### config.mk
export PLATFORM = sky130hd
export DESIGN_NAME = burst_addr_gen
export DESIGN_NICKNAME = d
export VERILOG_FILES = /design/src/rtl/burst_pkg.sv /design/src/rtl/burst_seq_ctrl.sv /design/src/rtl/burst_offset_cnt.sv /design/src/rtl/burst_order_map.sv /design/src/rtl/burst_addr_gen.sv
export SDC_FILE = /design/constraint.sdc
export NUM_CORES = 1
export LEC_CHECK = 0
export CORE_MARGIN = 2
export CORE_UTILIZATION = 35
export CTS_CLUSTER_DIAMETER = 40
export DETAILED_ROUTE_END_ITERATION = 7
export DONT_BUFFER_PORTS = 1
export GPL_TIMING_DRIVEN = 0
export HOLD_SLACK_MARGIN = 0.08
export PLACE_DENSITY = 0.58
export SYNTH_ARGS = -nofsm -noshare
export SYNTH_HDL_FRONTEND = slang
export SYNTH_SLANG_ARGS = --single-unit
### constraint.sdc
create_clock -name clk -period 1.1 [get_ports clk]
set_input_delay 0.165 -clock clk [delete_from_list [all_inputs] [get_ports clk]]
set_output_delay 0.165 -clock clk [all_outputs]
set_load 0.1 [all_outputs]
### src/rtl/burst_pkg.sv
// Package: shared types for the burst address generator.
// Assumes: nothing beyond IEEE 1800-2017.
package burst_pkg;

    // Beat ordering, the value of the order-select pin when it is captured.
    typedef enum logic {
        ORD_LINEAR = 1'b0,
        ORD_XOR    = 1'b1
    } order_e;

endpackage

### src/rtl/burst_seq_ctrl.sv
// Module: burst_seq_ctrl
// Decodes the strobe and advance inputs into a load command and a step
// command. Load has priority, so advance is ignored on a load edge.
// Assumes: all inputs are synchronous and active low.
module burst_seq_ctrl (
    input  logic strb_a_n,
    input  logic strb_b_n,
    input  logic adv_n,
    output logic load,
    output logic step
);

    // Command decode: either strobe loads; otherwise advance steps.
    always_comb begin
        load = (!strb_a_n) || (!strb_b_n);
        step = (!load) && (!adv_n);
    end

endmodule

### src/rtl/burst_offset_cnt.sv
// Module: burst_offset_cnt
// Running beat count of OFS_W bits. It clears on load, increments on step
// and wraps naturally at 2**OFS_W.
// Assumes: load and step are never both high (guaranteed by burst_seq_ctrl).
module burst_offset_cnt #(
    parameter int OFS_W = 2
) (
    input  logic             clk,
    input  logic             rst_n,
    input  logic             load,
    input  logic             step,
    output logic [OFS_W-1:0] cnt
);

    localparam logic [OFS_W-1:0] CNT_ONE = OFS_W'(1);

    // Count register: clear on reset or load, add one on step.
    always_ff @(posedge clk) begin
        if (!rst_n) begin
            cnt <= '0;
        end else if (load) begin
            cnt <= '0;
        end else if (step) begin
            cnt <= cnt + CNT_ONE;
        end
    end

endmodule

### src/rtl/burst_order_map.sv
// Module: burst_order_map
// Combines the captured start offset with the beat count according to the
// captured ordering: XOR for interleaved order, modulo add for linear order.
// Assumes: purely combinational; the adder result is truncated to OFS_W.
module burst_order_map
    import burst_pkg::*;
#(
    parameter int OFS_W = 2
) (
    input  logic [OFS_W-1:0] base,
    input  logic [OFS_W-1:0] cnt,
    input  order_e           order,
    output logic [OFS_W-1:0] ofs
);

    logic [OFS_W-1:0] ofs_xor;
    logic [OFS_W-1:0] ofs_lin;

    // Per-bit XOR variant, built bit by bit.
    for (genvar b = 0; b < OFS_W; b++) begin : g_xor_bit
        assign ofs_xor[b] = base[b] ^ cnt[b];
    end

    // Modulo add variant: the carry out of the field is dropped.
    always_comb begin
        ofs_lin = base + cnt;
    end

    // Ordering select.
    always_comb begin
        ofs = (order == ORD_XOR) ? ofs_xor : ofs_lin;
    end

endmodule

### src/rtl/burst_addr_gen.sv
// Module: burst_addr_gen (top)
// Burst address generator. It captures a start address on either strobe
// and steps the low OFS_W bits through an XOR or linear order on advance.
// Upper bits are held from the captured address.
// Assumes: order_sel is static during a burst; it is sampled only at load.
module burst_addr_gen
    import burst_pkg::*;
#(
    parameter int ADDR_W = 17,
    parameter int OFS_W  = 2
) (
    input  logic              clk,
    input  logic              rst_n,
    input  logic              strb_a_n,
    input  logic              strb_b_n,
    input  logic              adv_n,
    input  logic              order_sel,
    input  logic [ADDR_W-1:0] start_addr,
    output logic [ADDR_W-1:0] burst_addr
);

    localparam int UP_W = ADDR_W - OFS_W;

    logic              load;
    logic              step;
    logic [OFS_W-1:0]  cnt;
    logic [OFS_W-1:0]  base_q;
    logic [UP_W-1:0]   upper_q;
    order_e            order_q;
    logic [OFS_W-1:0]  ofs;

    burst_seq_ctrl u_ctrl (
        .strb_a_n (strb_a_n),
        .strb_b_n (strb_b_n),
        .adv_n    (adv_n),
        .load     (load),
        .step     (step)
    );

    burst_offset_cnt #(.OFS_W(OFS_W)) u_cnt (
        .clk   (clk),
        .rst_n (rst_n),
        .load  (load),
        .step  (step),
        .cnt   (cnt)
    );

    // Start address and ordering capture on load.
    always_ff @(posedge clk) begin
        if (!rst_n) begin
            base_q  <= '0;
            upper_q <= '0;
            order_q <= ORD_XOR;
        end else if (load) begin
            base_q  <= start_addr[OFS_W-1:0];
            upper_q <= start_addr[ADDR_W-1:OFS_W];
            order_q <= order_e'(order_sel);
        end
    end

    burst_order_map #(.OFS_W(OFS_W)) u_map (
        .base  (base_q),
        .cnt   (cnt),
        .order (order_q),
        .ofs   (ofs)
    );

    // Output assembly: held upper field plus the mapped offset.
    always_comb begin
        burst_addr = {upper_q, ofs};
    end

endmodule

==> run_results.csv <==
group,metric,value,unit
detailed_routing,route.detailed.drc,0,
timing,finalCritPeriodShare,150.8,%
timing,worst-slew-pin-transition,727.1,ps
critical_path,timing.critical_path.fanout_max,2,
floorplanning,core_area,2233,µm²
critical_path,critical-path-max-stage-delay,580,ps
clock_tree,clock_sink_count,20,
place,buffer_ports.inserted,0,
place,dp_hpwl,1206,µm
pwr,p_leak,0.4434,nW
global_routing,grt_overflow,0,
floorplanning,die_x,52.72,µm
pwr,switching_part_of_the_total_power,37.05,%
clock_tree,worstSkewPairLatency,280,ps
layout,layout_commonest_cell,"nand2_1",
pwr,p_clk_share,20.3,%
layout,num-nets-final,139,
timing,period_minus_slack,1659,ps
place,dpl_worst_slack,-281.0,ps
synth,yosys_warnings,0,
flow_run,cap_violations,0,
synth,yosys_register_bits,20,
detailed_routing,detailroute.via_count,667,
clock_tree,cts_buffer_depth,2,
layout,layout.filler_cells,219,
detailed_routing,antenna_left,0,
pwr,powerDensity,1353,nW/µm²
layout,layoutNonFillerInstCount,141,
synth,synth_simple_gate_area_share,22.29,%
synth,seq_area_frac_synth,48.19,%
timing,maxSlewHeadroom,51.55,%
timing,achievable-frequency,602.8,MHz
synth,synth.lib_cells_used.distinct,17,
detailed_routing,drt-pass1-iter-count,4,
synth,synth_fa_ha_area_share,1.506,%
critical_path,worst_ep_arrival_time,1490,ps
timing,final_critical_path_setup_slack,-558.9,ps
synth,largest_family_of_logic_cells_by_synthesized_area,"simple AND/OR/NAND/NOR gates",
synth,post_synth_xor_xnor_area,3.163,%
timing,setup_viol,2,
pwr,total_power,1.592,mW
critical_path,crit_path_start_kind,"flip-flop",
global_routing,grt_pass1_vias,683,
layout,final_cell_mix,"37 x nand2_1, 19 x dlygate4sd3_1, 15 x dfxtp_4",
place,gp_congestion,0.6057,
clock_tree,htree_levels,1,
synth,synth_compound_area_share,19.43,%
timing,fin_hold_viols,0,
critical_path,critPathBufInv,0,
floorplanning,number_of_top_level_design_ports,40,
synth,synthMuxAreaShare,0,%
detailed_routing,detail_route.wl_per_cell,12.60,µm
synth,post-synth-top-area-fraction,48.19,%
floorplanning,rows,17,
synth,syn_area,830.8,µm²
pwr,vdd_ir_drop_max,0.0009451,V
synth,synth_fp_nets,115,
synth,ys_top_cells_by_area,"dfxtp_1 48%, nand2_1 17%, a21boi_2 12%, a21boi_0 7.2%, xnor2_1 3.2%",
pwr,share_comb_of_total_power,14.9,%
critical_path,required_time_at_the_worst_slack_endpoint,940,ps
floorplanning,die_area,2779,µm²
global_routing,grt.total_usage,14.87,%
clock_tree,ctsRootBufferMaster,"clkbuf_4",
floorplanning,chipHeight,52.72,µm
timing,final-max-slew-violation-count,0,
timing,finClkSkew,0.1591,ps
clock_tree,path_clk_slew,100,ps
critical_path,cp_cell_sequence,"ha_4 -> nor2b_4 -> xnor2_4",
detailed_routing,routed_wirelength,1776,µm
critical_path,path_class,"flip-flop to output port",
synth,syn-instance-count,91,
layout,n_antenna_cell,0,
synth,post_synth.cell_area_avg,9.130,µm²
place,placed_cells,119,
pwr,pwr-share-seq,64.8,%
critical_path,critical-path-top-delay-family,"XOR/XNOR gates",
pwr,power.switching,0.5897,mW
detailed_routing,post_drt_via_cell_ratio,4.730,
outcome,outcome,"finished, violations left",
pwr,intPower,1.002,mW
timing,unrepaired_setup_endpoints_after_global_routing,"yes",
global_routing,grt_max_degree,11,
critical_path,critical_path.endpoint_type,"output port",
outcome,failed_checks,"negative setup slack",
layout,share_of_post_route_cells_with_drive_strength_above_1,33.63,%
synth,yosys.area.top_type,"dfxtp_1",
clock_tree,cts_tree,"yes",
worst_hold_path,hold_path.class,"input port to flip-flop",
clock_tree,cts_made_buffers,3,
critical_path,cpMaxStageDelayCell,"xnor2_4",
layout,syn2layout_area_growth,41.57,%
timing,fin_setup_tns,-710.3,ps
global_routing,grt_first_pass_wirelength,2904,µm
floorplanning,initial_utilization,37.20,%
global_routing,antenna_violations_before_repair,0,
detailed_routing,drt_iter0_markers,6,
-- registers in the layout, indices dropped and copies added (netlist names) --
register and flops:
order_q 1, upper_q 15, base_q 2, u_cnt.cnt 2
-- power groups by stage --
| stage | clock network, mW | registers, mW | logic (mW) |
|---|---|---|---|
| CTS | 0.342 | 1.03 | 0.239 |
| floorplan | 0 | 1.06 | 0.159 |
| global placement | 0 | 1.06 | 0.174 |
| finish | 0.323 | 1.03 | 0.237 |
| global route | 0.375 | 1.04 | 0.260 |
| detailed placement | 0 | 1.07 | 0.181 |
-- stage by stage --
stage	util, %	instance area [µm²]	hold WS (ps)
floorplan	-	879.6	289.0
global placement	40.95	914.6	292.6
detailed placement	40.95	914.6	298.7
CTS	52.66	1176	162.9
global route	52.66	1176	198.6
finish	52.66	1176	173.7
-- cell families after synthesis --
| kind of cell | Yosys count |
|---|---|
| AO/OA/AOI/OAI | 17 |
| XOR/XNOR | 3 |
| adder cells (fa/ha/maj) | 1 |
| buffers and inverters | 5 |
| flip-flops | 20 |
| AND/OR/NAND/NOR | 45 |
-- per-layer routing --
metal | track usage (%) | wire length (µm) | vias to the layer above
li1 | - | - | 338
met4 | 4.701 | 11 | 0
met3 | 6.571 | 110 | 2
met1 | 13.22 | 651 | 308
met5 | 0 | 0 | -
met2 | 29.17 | 1002 | 19
-- worst register-to-register path, stage by stage, from the launching register on --
cell and delay, ps:
dfxtp_4 550, nand2_1 120, a21boi_2 140
-- repair_timing --
action	CTS	global route
buffers inserted	0	0
hold buffers	19	0
endpoints found under the setup margin	17	2
pin swaps	1	0
resized for setup	17	0
endpoints found under the hold margin	19	0
-- area by class of cell --
cell class | instances | area (µm²) | area share, %
Tap cell | 28 | 35.03 | 2.979
Clock buffer | 3 | 22.52 | 1.915
Multi-Input combinational cell | 66 | 424.2 | 36.06
Timing Repair Buffer | 19 | 190.2 | 16.17
Buffer | 5 | 45.04 | 3.830
Sequential cell | 20 | 459.2 | 39.04
-- cell usage after synthesis, drive strengths merged --
cell type	count
and2	1
a21boi	17
nor3	1
nand2	38
dfxtp	20
nor2	1
buf	3
nor2b	3
clkbuf	2
nand3	1
xnor2	3
ha	1
-- final timing paths --
| check | cells past startpoint | endpoint | start | slack (ps) |
|---|---|---|---|---|
| worst max-delay path | 3 | burst_addr[1] | base_q[0] | -560 |
| worst min-delay path | 3 | upper_q[2] | strb_b_n | 170 |
| worst max register to register | 2 | upper_q[10] | upper_q[10] | 230 |
| worst min register to register | 2 | base_q[1] | base_q[1] | 480 |
Power figures use the tool's default switching activity.
